--- src/rtl/stoch_pkg.sv ---
// Package stoch_pkg
// Shared sizes, default feedback taps, seed and field placement for the
// paired stochastic bitstream source. Assumes a 34-stage register.
package stoch_pkg;

    localparam int          SR_W      = 34;
    localparam int          LVL_W     = 5;
    localparam int          N_PTS     = 16;

    // Feedback stages 34, 27, 2, 1 expressed as bit indices 33, 26, 1, 0.
    localparam logic [SR_W-1:0] FB_MASK  = 34'h2_0400_0003;
    localparam logic [SR_W-1:0] SR_SEED  = 34'h1_2345_6789;

    // Level fields: stage index = base + k*stride, k = 0 is the LSB.
    localparam int          LVLA_BASE = 0;
    localparam int          LVLB_BASE = 3;
    localparam int          LVL_STEP  = 7;

    typedef logic [LVL_W-1:0] level_t;

endpackage

--- src/rtl/stoch_lfsr.sv ---
// Module stoch_lfsr
// Fibonacci shift register that moves one place toward its MSB on every
// enabled slot; the new bit 0 is the XOR of the stages selected by FB_MASK.
// Assumes FB_MASK describes a maximal-length polynomial and SEED is nonzero.
module stoch_lfsr #(
    parameter int               W       = 34,
    parameter logic [W-1:0]     FB_MASK = '1,
    parameter logic [W-1:0]     SEED    = 1
) (
    input  logic         clk,
    input  logic         rst_n,
    input  logic         adv,
    output logic [W-1:0] state
);

    logic [W-1:0] state_q;
    logic         fb_bit;

    // Parity of the tapped stages forms the incoming bit.
    always_comb begin
        fb_bit = ^(state_q & FB_MASK);
    end

    // Register update: seed on reset, shift on enabled slot, else hold.
    always_ff @(posedge clk) begin
        if (!rst_n) begin
            state_q <= SEED;
        end else if (adv) begin
            state_q <= {state_q[W-2:0], fb_bit};
        end
    end

    assign state = state_q;

    // A maximal-length register has no fixed point apart from zero.
    assert_advance_R1: assert property (@(posedge clk) disable iff (!rst_n)
        adv |=> (state_q != $past(state_q)));

    // Older bits move up by one place on an enabled slot.
    assert_shift_up_R1: assert property (@(posedge clk) disable iff (!rst_n)
        adv |=> (state_q[W-1:1] == $past(state_q[W-2:0])));

    assert_hold_R3: assert property (@(posedge clk) disable iff (!rst_n)
        !adv |=> $stable(state_q));

    assert_seed_R4: assert property (@(posedge clk) disable iff (!rst_n)
        $past(!rst_n) |-> (state_q == SEED));

endmodule

--- src/rtl/stoch_cmp_bank.sv ---
// Module stoch_cmp_bank
// N_PTS magnitude comparators sharing one random level. Each output bit is
// high when its intensity is strictly above the level. Purely combinational;
// clk and rst_n only time the local assertions.
module stoch_cmp_bank #(
    parameter int N_PTS = 16,
    parameter int LVL_W = 5
) (
    input  logic                   clk,
    input  logic                   rst_n,
    input  logic [LVL_W-1:0]       level,
    input  logic [N_PTS*LVL_W-1:0] pix,
    output logic [N_PTS-1:0]       bits
);

    localparam logic [LVL_W-1:0] LVL_MAX = {LVL_W{1'b1}};

    genvar gi;
    generate
        for (gi = 0; gi < N_PTS; gi++) begin : g_pt
            logic [LVL_W-1:0] val;

            // Slice this point's intensity out of the packed array.
            always_comb begin
                val = pix[gi*LVL_W +: LVL_W];
            end

            // Strict comparison against the shared level.
            always_comb begin
                bits[gi] = (val > level);
            end

            assert_zero_dark_R7: assert property (@(posedge clk) disable iff (!rst_n)
                (val == '0) |-> !bits[gi]);

            assert_full_bright_R8: assert property (@(posedge clk) disable iff (!rst_n)
                ((val == LVL_MAX) && (level != LVL_MAX)) |-> bits[gi]);

            assert_top_level_R6: assert property (@(posedge clk) disable iff (!rst_n)
                (level == LVL_MAX) |-> !bits[gi]);
        end
    endgenerate

endmodule

--- src/rtl/stoch_pair_gen.sv ---
// Module stoch_pair_gen
// Top of the paired stochastic bitstream source. One shift register feeds
// two random levels taken from disjoint stage sets; each level drives one
// bank of comparators for one image. Assumes the field placement parameters
// keep both sets inside the register and apart from each other.
module stoch_pair_gen
    import stoch_pkg::*;
#(
    parameter int               SR_W_P   = SR_W,
    parameter int               LVL_W_P  = LVL_W,
    parameter int               N_PTS_P  = N_PTS,
    parameter logic [SR_W_P-1:0] FB_P    = FB_MASK,
    parameter logic [SR_W_P-1:0] SEED_P  = SR_SEED,
    parameter int               A_BASE_P = LVLA_BASE,
    parameter int               B_BASE_P = LVLB_BASE,
    parameter int               STEP_P   = LVL_STEP
) (
    input  logic                       clk,
    input  logic                       rst_n,
    input  logic                       slot_en,
    input  logic [N_PTS_P*LVL_W_P-1:0] pix_a,
    input  logic [N_PTS_P*LVL_W_P-1:0] pix_b,
    output logic [N_PTS_P-1:0]         str_a,
    output logic [N_PTS_P-1:0]         str_b
);

    localparam int A_TOP = A_BASE_P + (LVL_W_P-1)*STEP_P;
    localparam int B_TOP = B_BASE_P + (LVL_W_P-1)*STEP_P;

    logic [SR_W_P-1:0]  sr_word;
    logic [LVL_W_P-1:0] lvl_a;
    logic [LVL_W_P-1:0] lvl_b;

    // Random source shared by both images.
    stoch_lfsr #(
        .W       (SR_W_P),
        .FB_MASK (FB_P),
        .SEED    (SEED_P)
    ) u_sr (
        .clk   (clk),
        .rst_n (rst_n),
        .adv   (slot_en),
        .state (sr_word)
    );

    // Gather the two level fields from strided stages.
    genvar gk;
    generate
        for (gk = 0; gk < LVL_W_P; gk++) begin : g_fld
            assign lvl_a[gk] = sr_word[A_BASE_P + gk*STEP_P];
            assign lvl_b[gk] = sr_word[B_BASE_P + gk*STEP_P];
        end
    endgenerate

    // Comparator bank for image A.
    stoch_cmp_bank #(
        .N_PTS (N_PTS_P),
        .LVL_W (LVL_W_P)
    ) u_bank_a (
        .clk   (clk),
        .rst_n (rst_n),
        .level (lvl_a),
        .pix   (pix_a),
        .bits  (str_a)
    );

    // Comparator bank for image B.
    stoch_cmp_bank #(
        .N_PTS (N_PTS_P),
        .LVL_W (LVL_W_P)
    ) u_bank_b (
        .clk   (clk),
        .rst_n (rst_n),
        .level (lvl_b),
        .pix   (pix_b),
        .bits  (str_b)
    );

    // Placement sanity, evaluated once the clock runs.
    always_comb begin
        assert_fields_fit_R5: assert ((A_TOP < SR_W_P) && (B_TOP < SR_W_P));
    end

    assert_never_zero_R2: assert property (@(posedge clk) disable iff (!rst_n)
        sr_word != '0);

    assert_streams_hold_R3: assert property (@(posedge clk) disable iff (!rst_n)
        (!slot_en && $stable(pix_a) && $stable(pix_b)) |=>
            ($stable(str_a) || !$stable(pix_a)) && ($stable(str_b) || !$stable(pix_b)));

endmodule

--- config.mk ---
export PLATFORM = sky130hd
export DESIGN_NAME = stoch_pair_gen
export DESIGN_NICKNAME = d
export VERILOG_FILES = /design/src/rtl/stoch_pkg.sv /design/src/rtl/stoch_lfsr.sv /design/src/rtl/stoch_cmp_bank.sv /design/src/rtl/stoch_pair_gen.sv
export SDC_FILE = /design/constraint.sdc
export NUM_CORES = 1
export LEC_CHECK = 0
export BUFFER_PORTS_ARGS = -buffer_cell sky130_fd_sc_hd__buf_2
export CORE_ASPECT_RATIO = 1.75
export CORE_MARGIN = 10
export CORE_UTILIZATION = 40
export DETAILED_ROUTE_END_ITERATION = 12
export PLACE_DENSITY_LB_ADDON = 0.25
export SLEW_MARGIN = 20
export SYNTH_ARGS = -nofsm -noshare
export SYNTH_HDL_FRONTEND = slang
export SYNTH_SLANG_ARGS = --single-unit
--- constraint.sdc ---
create_clock -name clk -period 1.69 [get_ports clk]
set_clock_uncertainty 0.15 [all_clocks]
set_input_delay 0.338 -clock clk [delete_from_list [all_inputs] [get_ports clk]]
set_output_delay 0.338 -clock clk [all_outputs]
set_load 0.01 [all_outputs]
==> impl_summary.log, run 1 <==
INFO  metric run_status = finished, violations left
INFO  metric violations = negative setup slack
INFO  metric switching_power_share_of_the_total = 34.26%
INFO  metric final_period_minus_worst_setup_slack = 2.293 ns
INFO  metric worstPathArrival = 1.81 ns
INFO  metric drt-initial-drc-count = 111
INFO  metric synthesis.nets = 862
INFO  metric drt_wl_total = 14.49 mm
INFO  metric post-place-cells = 883
INFO  metric area_share_of_the_largest_cell_type_after_synthesis = 42.40%
INFO  metric combPwrFrac = 49.5%
INFO  metric cellPowerDensity = 516.5 nW/um^2
INFO  metric syn-instance-count = 539
INFO  metric setup.worst_path.start_class = flip-flop
INFO  metric finish.cell_count_without_fillers = 895
INFO  metric clock-sinks = 34
INFO  metric drt_pass1_iterations = 4
INFO  metric synth-edff-count = 0
INFO  metric detail_route.wl_per_cell = 16.19 um
INFO  metric cell_area_synth = 4722 um^2
INFO  metric ys_seq_area_share = 14.41%
INFO  metric multiInputGateArea = 4138 um^2
INFO  metric power_report.internal_total = 2.293 mW
INFO  metric fmaxAchievable = 436.1 MHz
INFO  metric h_tree_levels = 2
INFO  metric timing_hold_violations_final = 0
INFO  metric rrSetupSlack = 0.43 ns
INFO  metric most_frequent_standard_cell_in_the_layout_excluding_fill_and_tap_cells = sky130_fd_sc_hd__buf_2
INFO  metric grt_pass1_vias = 5,168
INFO  metric cp.required = 1.20 ns
INFO  metric grt_antenna_before_repair = 0
INFO  metric ratio_of_final_minimum_period_to_clock_period = 135.7%
INFO  metric die-width = 102.1 um
INFO  metric fp.coreArea = 11,580 um^2
INFO  metric via_count = 4,829
INFO  metric startpoint_to_endpoint_class_of_the_critical_path = flip-flop to primary output
INFO  metric setup_ws_pre_cts = -0.3553 ns
INFO  metric place_congestion = 0.8658
INFO  metric finish.utilization = 58.30%
INFO  metric slew_headroom = 67.19%
INFO  metric synth.avg_cell_area = 8.761 um^2
INFO  metric yosys-top-cells-area = sky130_fd_sc_hd__ha_1 42%, sky130_fd_sc_hd__dfxtp_1 14%, sky130_fd_sc_hd__a21oi_1 6.1%
INFO  metric power.net_switching = 1.195 mW
INFO  metric seqPwrFrac = 25.8%
INFO  metric fillerInstances = 1,050
INFO  metric min_path_type = flip-flop to flip-flop
INFO  metric max-clock-path-buffers = 2
INFO  metric setup_slack = -0.6031 ns
INFO  metric antenna_cells_inserted = 0
INFO  metric synth_cell_type_count = 24
INFO  metric number_of_flip_flops_in_the_largest_register = 34
INFO  metric cts_tree = yes
INFO  metric worst-path-max-fanout = 17
INFO  metric die_area = 16,720 um^2
INFO  metric layout-drive-gt1-share = 37.89%
INFO  metric irDropWorstVdd = 0.0003688 V
INFO  metric synth_area_leader_cell = sky130_fd_sc_hd__ha_1
INFO  metric globalRouteTotalUtil = 16.16%
INFO  metric slew_viol_final = 0
INFO  metric seq_area = 689.4 um^2
INFO  metric remaining_drc_errors = 0
INFO  metric finalSetupViolCount = 32
INFO  metric port-buffer-count = 194
INFO  metric layout.cells.most_common_list = 189 x sky130_fd_sc_hd__buf_2, 139 x sky130_fd_sc_hd__ha_1, 66 x sky130_fd_sc_hd__inv_1, 58 x sky130_fd_sc_hd__a21oi_1, 46 x sky130_fd_sc_hd__nand2_1
INFO  metric power_leakage = 3.450 nW
INFO  metric max_slew.worst_pin.slew = 0.4922 ns
INFO  metric clk_pin_slew = 0.05 ns
INFO  metric yosysWarningCount = 0
INFO  metric yosys_most_used_dff = sky130_fd_sc_hd__dfxtp_1
INFO  metric max_cap_viol_count = 0
INFO  metric chipHeight = 163.7 um
INFO  metric ys_async_sr_fraction = 0%
INFO  metric root_buffer = sky130_fd_sc_hd__clkbuf_16
INFO  metric design.final.nets = 1,084
INFO  metric gr-total-overflow = 0
INFO  metric cts_inserted_buffers = 5
INFO  metric rows = 52
INFO  metric endpoint_kind = primary output
INFO  metric dp_hpwl = 11.97 mm
INFO  metric routed_via_density = 5.396
INFO  metric rsz0062_at_grt = true
INFO  metric grt_max_degree = 35
INFO  metric area_delta_synth_final = 42.98%
INFO  metric power.share.clock = 24.7%
INFO  metric initial_core_util = 40.77%
INFO  metric worstSkewPairLatency = 0.27 ns
INFO  metric wire_length_of_the_first_global_routing_pass = 22.67 mm
INFO  metric synth_seq_cells = 34
INFO  metric ant_nets = 0
INFO  metric floorplan.io_pins = 195
-- cells in the mapped netlist (2+ instances only) --
| cell type | n |
|---|---|
| sky130_fd_sc_hd__nand4_1 | 29 |
| sky130_fd_sc_hd__buf_4 | 2 |
| sky130_fd_sc_hd__mux2i_1 | 29 |
| sky130_fd_sc_hd__o21ai_0 | 3 |
| sky130_fd_sc_hd__nor2b_1 | 22 |
| sky130_fd_sc_hd__a21o_1 | 3 |
| sky130_fd_sc_hd__o21a_1 | 29 |
| sky130_fd_sc_hd__a21oi_1 | 58 |
| sky130_fd_sc_hd__inv_1 | 72 |
| sky130_fd_sc_hd__a31oi_1 | 3 |
| sky130_fd_sc_hd__o221ai_1 | 29 |
| sky130_fd_sc_hd__nand2_1 | 46 |
| sky130_fd_sc_hd__o211ai_1 | 4 |
| sky130_fd_sc_hd__ha_1 | 160 |
| sky130_fd_sc_hd__clkbuf_1 | 3 |
| sky130_fd_sc_hd__and3_1 | 6 |
| sky130_fd_sc_hd__dfxtp_1 | 34 |
-- routing by layer --
metal | up-vias | GRT usage [%] | wire length [um]
met5 | - | 0 | 0
met2 | 183 | 30.37 | 7286
met3 | 20 | 5.301 | 1380
met4 | 0 | 4.317 | 247
li1 | 2450 | - | -
met1 | 2176 | 16.34 | 5573
-- stage by stage --
step	setup TNS, ns	hold slack (ns)	cell area [um^2]	power (mW)
after detailed placement	-9.428	0.3126	6157	2.480
after global placement	-8.217	0.3060	6157	2.393
after global routing	-20.26	0.3443	6751	3.796
after CTS	-18.15	0.3184	6357	3.386
after floorplan	-6.362	0.2913	4792	1.842
final	-17.39	0.3175	6751	3.487
-- critical path, cell delays in order, from the launching register on --
cell and delay (ns):
sky130_fd_sc_hd__dfxtp_2 0.35, sky130_fd_sc_hd__clkinvlp_4 0.09, sky130_fd_sc_hd__buf_12 0.16, sky130_fd_sc_hd__ha_1 0.31, sky130_fd_sc_hd__nand4_1 0.14, sky130_fd_sc_hd__buf_4 0.17, sky130_fd_sc_hd__o21a_1 0.16, sky130_fd_sc_hd__buf_2 0.13
-- worst paths after layout --
kind | from | to | cells past startpoint
max | u_sr.state[14] | str_a[2] | 7
min | u_sr.state[13] | u_sr.state[13] | 2
max reg2reg | u_sr.state[33] | u_sr.state[0] | 3
min reg2reg | u_sr.state[13] | u_sr.state[13] | 2
-- final cells by class --
type	count	area share (%)
multi-input cells	425	61.29
repair buffers	222	19.63
flip-flops and latches	34	10.21
inverters	73	4.318
well taps	135	2.502
clock buffers	6	2.057
-- cells by family after synthesis --
group | count (synthesis) | synth area share, %
flops | 34 | 14.41
buf+inv | 80 | 6.915
fa+ha+maj | 160 | 42.40
compound gates | 130 | 18.07
mux | 29 | 6.147
simple gates | 105 | 11.58
xor+xnor | 1 | 0.4769
-- power groups by stage --
| stage | clock network, mW | logic, mW | registers, mW |
|---|---|---|---|
| finish | 0.862 | 1.73 | 0.899 |
| global route | 0.927 | 1.96 | 0.905 |
| CTS | 0.891 | 1.59 | 0.901 |
| detailed placement | 0 | 1.56 | 0.915 |
| global placement | 0 | 1.48 | 0.912 |
| floorplan | 0 | 0.920 | 0.922 |
-- timing repair --
item                                    4_1_cts  5_1_grt
hold buffers                                  0        0
setup buffers                                 1        5
endpoints found under the setup margin       32       32
pin swaps                                    17       38
resized for setup                            10       43
Power figures use the tool's default switching activity.
==> inputs of run 2 (changes only) <==
- clock period: 1.69 -> 2.2 ns (I/O delays scaled with it)
==> run 2 against run 1 <==
Effect of this change:
- clock power fell by 19%
- non-clock buffer count rose by 9
- die area did not move
- the run still ends with negative setup slack left
- largest power group unchanged
- routed wire length rose by 27%
- sequential power fell by 23%
- cell count rose by 1.2%
- critical path type unchanged
- sequential cell count did not move
==> impl_summary.log, run 2 (same netlist as run 1, synthesis figures left out) <==
INFO  metric run_status = finished, violations left
INFO  metric violations = negative setup slack
INFO  metric power_leakage = 3.633 nW (+5.3%)
INFO  metric port-buffer-count = 194 (unchanged)
INFO  metric switching_power_share_of_the_total = 35.70% (+1.4 points)
INFO  metric startpoint_to_endpoint_class_of_the_critical_path = flip-flop to primary output
INFO  metric drt-initial-drc-count = 113 (+1.8%)
INFO  metric remaining_drc_errors = 0 (unchanged)
INFO  metric worstSkewPairLatency = 0.28 ns (about the same)
INFO  metric routed_via_density = 5.660 (+4.9%)
INFO  metric clock-sinks = 34 (unchanged)
INFO  metric max-clock-path-buffers = 2 (unchanged)
INFO  metric drt_wl_total = 18.41 mm (+27%)
INFO  metric post-place-cells = 874 (-1.0%)
INFO  metric finish.cell_count_without_fillers = 906 (+1.2%)
INFO  metric via_count = 5,128 (+6.2%)
INFO  metric seqPwrFrac = 22.7% (-3.1 points)
INFO  metric place_congestion = 0.8082 (-6.7%)
INFO  metric floorplan.io_pins = 195 (unchanged)
INFO  metric cp.required = 1.61 ns (+0.41 ns)
INFO  metric worstPathArrival = 1.82 ns (about the same)
INFO  metric ratio_of_final_minimum_period_to_clock_period = 109.6%
INFO  metric ant_nets = 0 (unchanged)
INFO  metric grt_max_degree = 39 (+11%)
INFO  metric die-width = 102.1 um (unchanged)
INFO  metric area_delta_synth_final = 71.44%
INFO  metric finish.utilization = 69.90% (+12 points)
INFO  metric initial_core_util = 40.77% (unchanged)
INFO  metric timing_hold_violations_final = 0 (unchanged)
INFO  metric max_slew.worst_pin.slew = 0.4927 ns (+0.0004520 ns)
INFO  metric layout.cells.most_common_list = 186 x sky130_fd_sc_hd__buf_2, 102 x sky130_fd_sc_hd__ha_4, 64 x sky130_fd_sc_hd__inv_1, 58 x sky130_fd_sc_hd__ha_1, 57 x sky130_fd_sc_hd__a21oi_1
INFO  metric die_area = 16,720 um^2 (unchanged)
INFO  metric root_buffer = sky130_fd_sc_hd__clkbuf_16
INFO  metric antenna_cells_inserted = 0 (unchanged)
INFO  metric rows = 52 (unchanged)
INFO  metric h_tree_levels = 2 (unchanged)
INFO  metric detail_route.wl_per_cell = 20.32 um (+26%)
INFO  metric cts_inserted_buffers = 5 (unchanged)
INFO  metric worst-path-max-fanout = 8 (-9)
INFO  metric clk_pin_slew = 0.05 ns (about the same)
INFO  metric fmaxAchievable = 414.7 MHz
INFO  metric most_frequent_standard_cell_in_the_layout_excluding_fill_and_tap_cells = sky130_fd_sc_hd__buf_2
INFO  metric chipHeight = 163.7 um (unchanged)
INFO  metric globalRouteTotalUtil = 20.10% (+3.9 points)
INFO  metric cellPowerDensity = 378.5 nW/um^2 (-27%)
INFO  metric irDropWorstVdd = 0.0003046 V (-17%)
INFO  metric dp_hpwl = 11.85 mm (-0.97%)
INFO  metric rsz0062_at_grt = true
INFO  metric design.final.nets = 1,093 (+0.83%)
INFO  metric fp.coreArea = 11,580 um^2 (unchanged)
INFO  metric cts_tree = yes
INFO  metric grt_antenna_before_repair = 0 (unchanged)
INFO  metric max_cap_viol_count = 0 (unchanged)
INFO  metric finalSetupViolCount = 32 (unchanged)
INFO  metric power_report.internal_total = 1.970 mW (-14%)
INFO  metric final_period_minus_worst_setup_slack = 2.411 ns
INFO  metric drt_pass1_iterations = 4 (unchanged)
INFO  metric combPwrFrac = 54.4% (+4.9 points)
INFO  metric gr-total-overflow = 0 (unchanged)
INFO  metric number_of_flip_flops_in_the_largest_register = 34 (unchanged)
INFO  metric power.net_switching = 1.094 mW (-8.5%)
INFO  metric endpoint_kind = primary output
INFO  metric slew_viol_final = 0 (unchanged)
INFO  metric setup_slack = -0.2111 ns (+0.3920 ns)
INFO  metric slew_headroom = 67.16% (about the same)
INFO  metric grt_pass1_vias = 5,588 (+8.1%)
INFO  metric wire_length_of_the_first_global_routing_pass = 27.35 mm (+21%)
INFO  metric min_path_type = flip-flop to flip-flop
INFO  metric setup_ws_pre_cts = 0.08609 ns (+0.4414 ns)
INFO  metric layout-drive-gt1-share = 50.06% (+12 points)
INFO  metric setup.worst_path.start_class = flip-flop
INFO  metric power.share.clock = 22.9% (-1.8 points)
## run 2: cell count changes in the layout (fill, tap and decap cells not counted), sizes merged
| cell | before | now |
|---|---|---|
| buf | 222 | 230 |
| clkbuf | 6 | 7 |
| clkinv | 0 | 1 |
| clkinvlp | 2 | 1 |
| inv | 71 | 73 |
## run 2: cell type report
type | count | area, um^2
Timing Repair Buffer | 231 | 1622
Sequential cell | 34 | 695.7
Inverter | 73 | 301.5
Clock buffer | 6 | 138.9
Multi-Input combinational cell | 425 | 5156
Clock inverter | 2 | 12.51
Tap cell | 135 | 168.9
Fill cell | 817 | 3486
## run 2: worst paths after layout
check	from	cells past startpoint	to	slack, ns
worst max-delay path	u_sr.state[28]	7	str_a[11]	-0.21
worst min-delay path	u_sr.state[8]	2	u_sr.state[8]	0.32
worst max register to register	u_sr.state[33]	3	u_sr.state[0]	0.95
worst min register to register	u_sr.state[8]	2	u_sr.state[8]	0.32
## run 2: timing repair
action,4_1_cts,5_1_grt
resized for setup,149,32
hold endpoints to repair,0,0
buffers inserted,8,6
setup endpoints to repair,32,32
pin swaps,98,35
cloned,9,1
hold buffers,0,0
## run 2: per-layer routing
layer  vias up  GRT usage (%)  routed length, um
met2       230          39.70               9651
li1       2479              -                  -
met5         -              0                  0
met4         0          7.023                830
met1      2354          18.93               6507
met3        65          5.133               1421
## run 2: power groups by stage
stage          Sequential [mW]  Clock (mW)  Combinational (mW)
2_1_floorplan            0.706           0               0.690
3_3_place_gp             0.701           0                1.10
3_5_place_dp             0.703           0                1.17
4_1_cts                  0.696       0.709                1.53
5_1_grt                  0.702       0.736                1.85
6_report                 0.696       0.701                1.67
## run 2: per-stage QoR
stage / power [mW] / hold slack (ns) / setup TNS [ns] / instance area (um^2)
floorplan: 1.396 / 0.2913 / 0 / 4722
global placement: 1.799 / 0.3051 / 0 / 6020
detailed placement: 1.869 / 0.3098 / 0 / 6020
CTS: 2.931 / 0.3239 / -2.261 / 7834
global route: 3.286 / 0.3416 / -4.806 / 8095
finish: 3.064 / 0.3249 / -2.643 / 8095
## run 2: worst max-delay path: stages (launching register included)
cell	delay [ns]
sky130_fd_sc_hd__dfxtp_2	0.35
sky130_fd_sc_hd__inv_4	0.06
sky130_fd_sc_hd__buf_16	0.16
sky130_fd_sc_hd__ha_4	0.28
sky130_fd_sc_hd__nand4_1	0.19
sky130_fd_sc_hd__o221ai_2	0.24
sky130_fd_sc_hd__o21a_1	0.14
sky130_fd_sc_hd__buf_2	0.13
==> inputs of run 3 (changes only) <==
==> constraint.sdc (replaced) <==
create_clock -name clk -period 2.2 [get_ports clk]
set_clock_uncertainty 0.15 [all_clocks]
set_input_delay 0 -clock clk [delete_from_list [all_inputs] [get_ports clk]]
set_output_delay 0 -clock clk [all_outputs]
set_load 0.01 [all_outputs]
==> run 3 against run 2 <==
Effect of this change:
- the run now ends clean
- largest power group unchanged
- die area unchanged
- global-route usage fell by 3.6 points
- utilization fell by 16 points
- clock-buffer cell count is 1 higher
- maximum frequency grew 13%
- critical path type unchanged
- cell area is 23% lower
- total power decreased by 16%
- highest routed layer unchanged
- sequential cell count unchanged
- critical endpoint is now str_b[8]
==> impl_summary.log, run 3 (same netlist as run 1, synthesis figures left out) <==
INFO  metric slew_headroom = 63.48% (-3.7 points)
INFO  metric place_congestion = 0.8316 (+2.9%)
INFO  metric detail_route.wl_per_cell = 15.81 um (-22%)
INFO  metric grt_pass1_vias = 5,157 (-7.7%)
INFO  metric max_slew.worst_pin.slew = 0.5477 ns (+0.05508 ns)
INFO  metric area_delta_synth_final = 32.33%
INFO  metric cellPowerDensity = 410.3 nW/um^2 (+8.4%)
INFO  metric timing_hold_violations_final = 0 (unchanged)
INFO  metric finalSetupViolCount = 0 (-100%)
INFO  metric setup.worst_path.start_class = flip-flop
INFO  metric fmaxAchievable = 470.5 MHz (+13%)
INFO  metric dp_hpwl = 12.13 mm (+2.3%)
INFO  metric seqPwrFrac = 27.3% (+4.6 points)
INFO  metric worstPathArrival = 1.98 ns (+0.16 ns)
INFO  metric switching_power_share_of_the_total = 34.37% (-1.3 points)
INFO  metric power.share.clock = 27.1% (+4.2 points)
INFO  metric power_report.internal_total = 1.683 mW (-15%)
INFO  metric chipHeight = 163.7 um (unchanged)
INFO  metric gr-total-overflow = 0 (unchanged)
INFO  metric min_path_type = input pin to flip-flop
INFO  metric wire_length_of_the_first_global_routing_pass = 23.00 mm (-16%)
INFO  metric rows = 52 (unchanged)
INFO  metric layout.cells.most_common_list = 194 x sky130_fd_sc_hd__buf_2, 159 x sky130_fd_sc_hd__ha_1, 67 x sky130_fd_sc_hd__inv_1, 58 x sky130_fd_sc_hd__a21oi_1, 46 x sky130_fd_sc_hd__nand2_1
INFO  metric drt_pass1_iterations = 4 (unchanged)
INFO  metric cts_inserted_buffers = 5 (unchanged)
INFO  metric remaining_drc_errors = 0 (unchanged)
INFO  metric globalRouteTotalUtil = 16.46% (-3.6 points)
INFO  metric max_cap_viol_count = 0 (unchanged)
INFO  metric startpoint_to_endpoint_class_of_the_critical_path = flip-flop to primary output
INFO  metric drt_wl_total = 14.09 mm (-23%)
INFO  metric rsz0062_at_grt = true
INFO  metric port-buffer-count = 194 (unchanged)
INFO  metric cts_tree = yes
INFO  metric clock-sinks = 34 (unchanged)
INFO  metric finish.cell_count_without_fillers = 891 (-1.7%)
INFO  metric ant_nets = 0 (unchanged)
INFO  metric report.power.total = 2.564 mW (-16%)
INFO  metric power_leakage = 3.391 nW (-6.7%)
INFO  metric finish.utilization = 53.95% (-16 points)
INFO  metric floorplan.io_pins = 195 (unchanged)
INFO  metric worstSkewPairLatency = 0.28 ns (about the same)
INFO  metric final_period_minus_worst_setup_slack = 2.125 ns (-0.2857 ns)
INFO  metric drt-initial-drc-count = 131 (+16%)
INFO  metric design.final.nets = 1,078 (-1.4%)
INFO  metric via_count = 4,786 (-6.7%)
INFO  metric post-place-cells = 872 (-0.23%)
INFO  metric number_of_flip_flops_in_the_largest_register = 34 (unchanged)
INFO  metric layout-drive-gt1-share = 31.61% (-18 points)
INFO  metric grt_max_degree = 39 (unchanged)
INFO  metric antenna_cells_inserted = 0 (unchanged)
INFO  metric cp.required = 2.05 ns (+0.44 ns)
INFO  metric irDropWorstVdd = 0.0002786 V (-8.6%)
INFO  metric most_frequent_standard_cell_in_the_layout_excluding_fill_and_tap_cells = sky130_fd_sc_hd__buf_2
INFO  metric initial_core_util = 40.77% (unchanged)
INFO  metric die-width = 102.1 um (unchanged)
INFO  metric slew_viol_final = 0 (unchanged)
INFO  metric fin_setup_tns = 0 ns (+2.643 ns)
INFO  metric die_area = 16,720 um^2 (unchanged)
INFO  metric h_tree_levels = 2 (unchanged)
INFO  metric run_status = complete, no violations
INFO  metric combPwrFrac = 45.6% (-8.8 points)
INFO  metric worst-path-max-fanout = 7 (-1)
INFO  metric endpoint_kind = primary output
INFO  metric grt_antenna_before_repair = 0 (unchanged)
INFO  metric fp.coreArea = 11,580 um^2 (unchanged)
INFO  metric power.net_switching = 0.8811 mW (-19%)
INFO  metric routed_via_density = 5.371 (-5.1%)
INFO  metric clk_pin_slew = 0.05 ns (about the same)
INFO  metric ratio_of_final_minimum_period_to_clock_period = 96.61% (-13 points)
INFO  metric max-clock-path-buffers = 2 (unchanged)
INFO  metric root_buffer = sky130_fd_sc_hd__clkbuf_16
## run 3: changes by cell type in the layout (fill, tap and decap cells not counted), sizes merged
cell / change
clkinvlp: +4
inv: -5
dlygate4sd3: +1
buf: -15
## run 3: path summary, 6_finish.rpt
| path | from | cells past startpoint | slack, ns | to |
|---|---|---|---|---|
| hold reg to reg | u_sr.state[6] | 2 | 0.32 | u_sr.state[7] |
| setup reg to reg | u_sr.state[33] | 3 | 0.97 | u_sr.state[0] |
| hold / removal | slot_en | 4 | 0.20 | u_sr.state[7] |
| setup / recovery | u_sr.state[31] | 7 | 0.07 | str_b[8] |
## run 3: critical path, cell delays in order, from the launching register on
cell and delay (ns):
sky130_fd_sc_hd__dfxtp_2 0.36, sky130_fd_sc_hd__clkinvlp_4 0.19, sky130_fd_sc_hd__buf_4 0.20, sky130_fd_sc_hd__ha_1 0.32, sky130_fd_sc_hd__nand4_1 0.13, sky130_fd_sc_hd__o221ai_1 0.21
sky130_fd_sc_hd__o21a_1 0.16, sky130_fd_sc_hd__buf_2 0.13
## run 3: cell type report
class | count | area (um^2)
Sequential cell | 34 | 681.9
Inverter | 73 | 292.8
Clock buffer | 7 | 142.6
Multi-Input combinational cell | 425 | 3777
Timing Repair Buffer | 216 | 1180
Clock inverter | 1 | 5.005
Tap cell | 135 | 168.9
Fill cell | 1076 | 5333
## run 3: routing by layer
layer  vias to the layer above  part of all wire [%]  GRT usage (%)
li1                       2442                     -              -
met1                      2156                    38          16.69
met2                       169                    50          30.69
met3                        19                   9.7          5.511
met4                         0                   1.8          4.639
met5                         -                     0              0
## run 3: power by group through the flow
stage	Clock [mW]	Sequential (mW)	Combinational, mW
CTS	0.705	0.700	1.15
global route	0.732	0.705	1.35
floorplan	0	0.706	0.690
detailed placement	0	0.711	1.13
finish	0.694	0.701	1.17
global placement	0	0.710	1.06
## run 3: what timing repair did
action	4_1_cts	5_1_grt
endpoints found under the hold margin	10	0
pin swaps	0	11
hold buffers	1	0
setup buffers	2	8
endpoints found under the setup margin	5	17
gates resized for setup	2	14
## run 3: per-stage QoR
stage	cell area, um^2	setup WS [ns]	hold slack [ns]
after floorplan	4722	0.5761	-0.02183
after global placement	5904	0.2517	0.2519
after detailed placement	5904	0.2004	0.2623
after CTS	6110	0.01378	0.2082
after global routing	6248	-0.02548	0.2308
final	6248	0.07462	0.2045
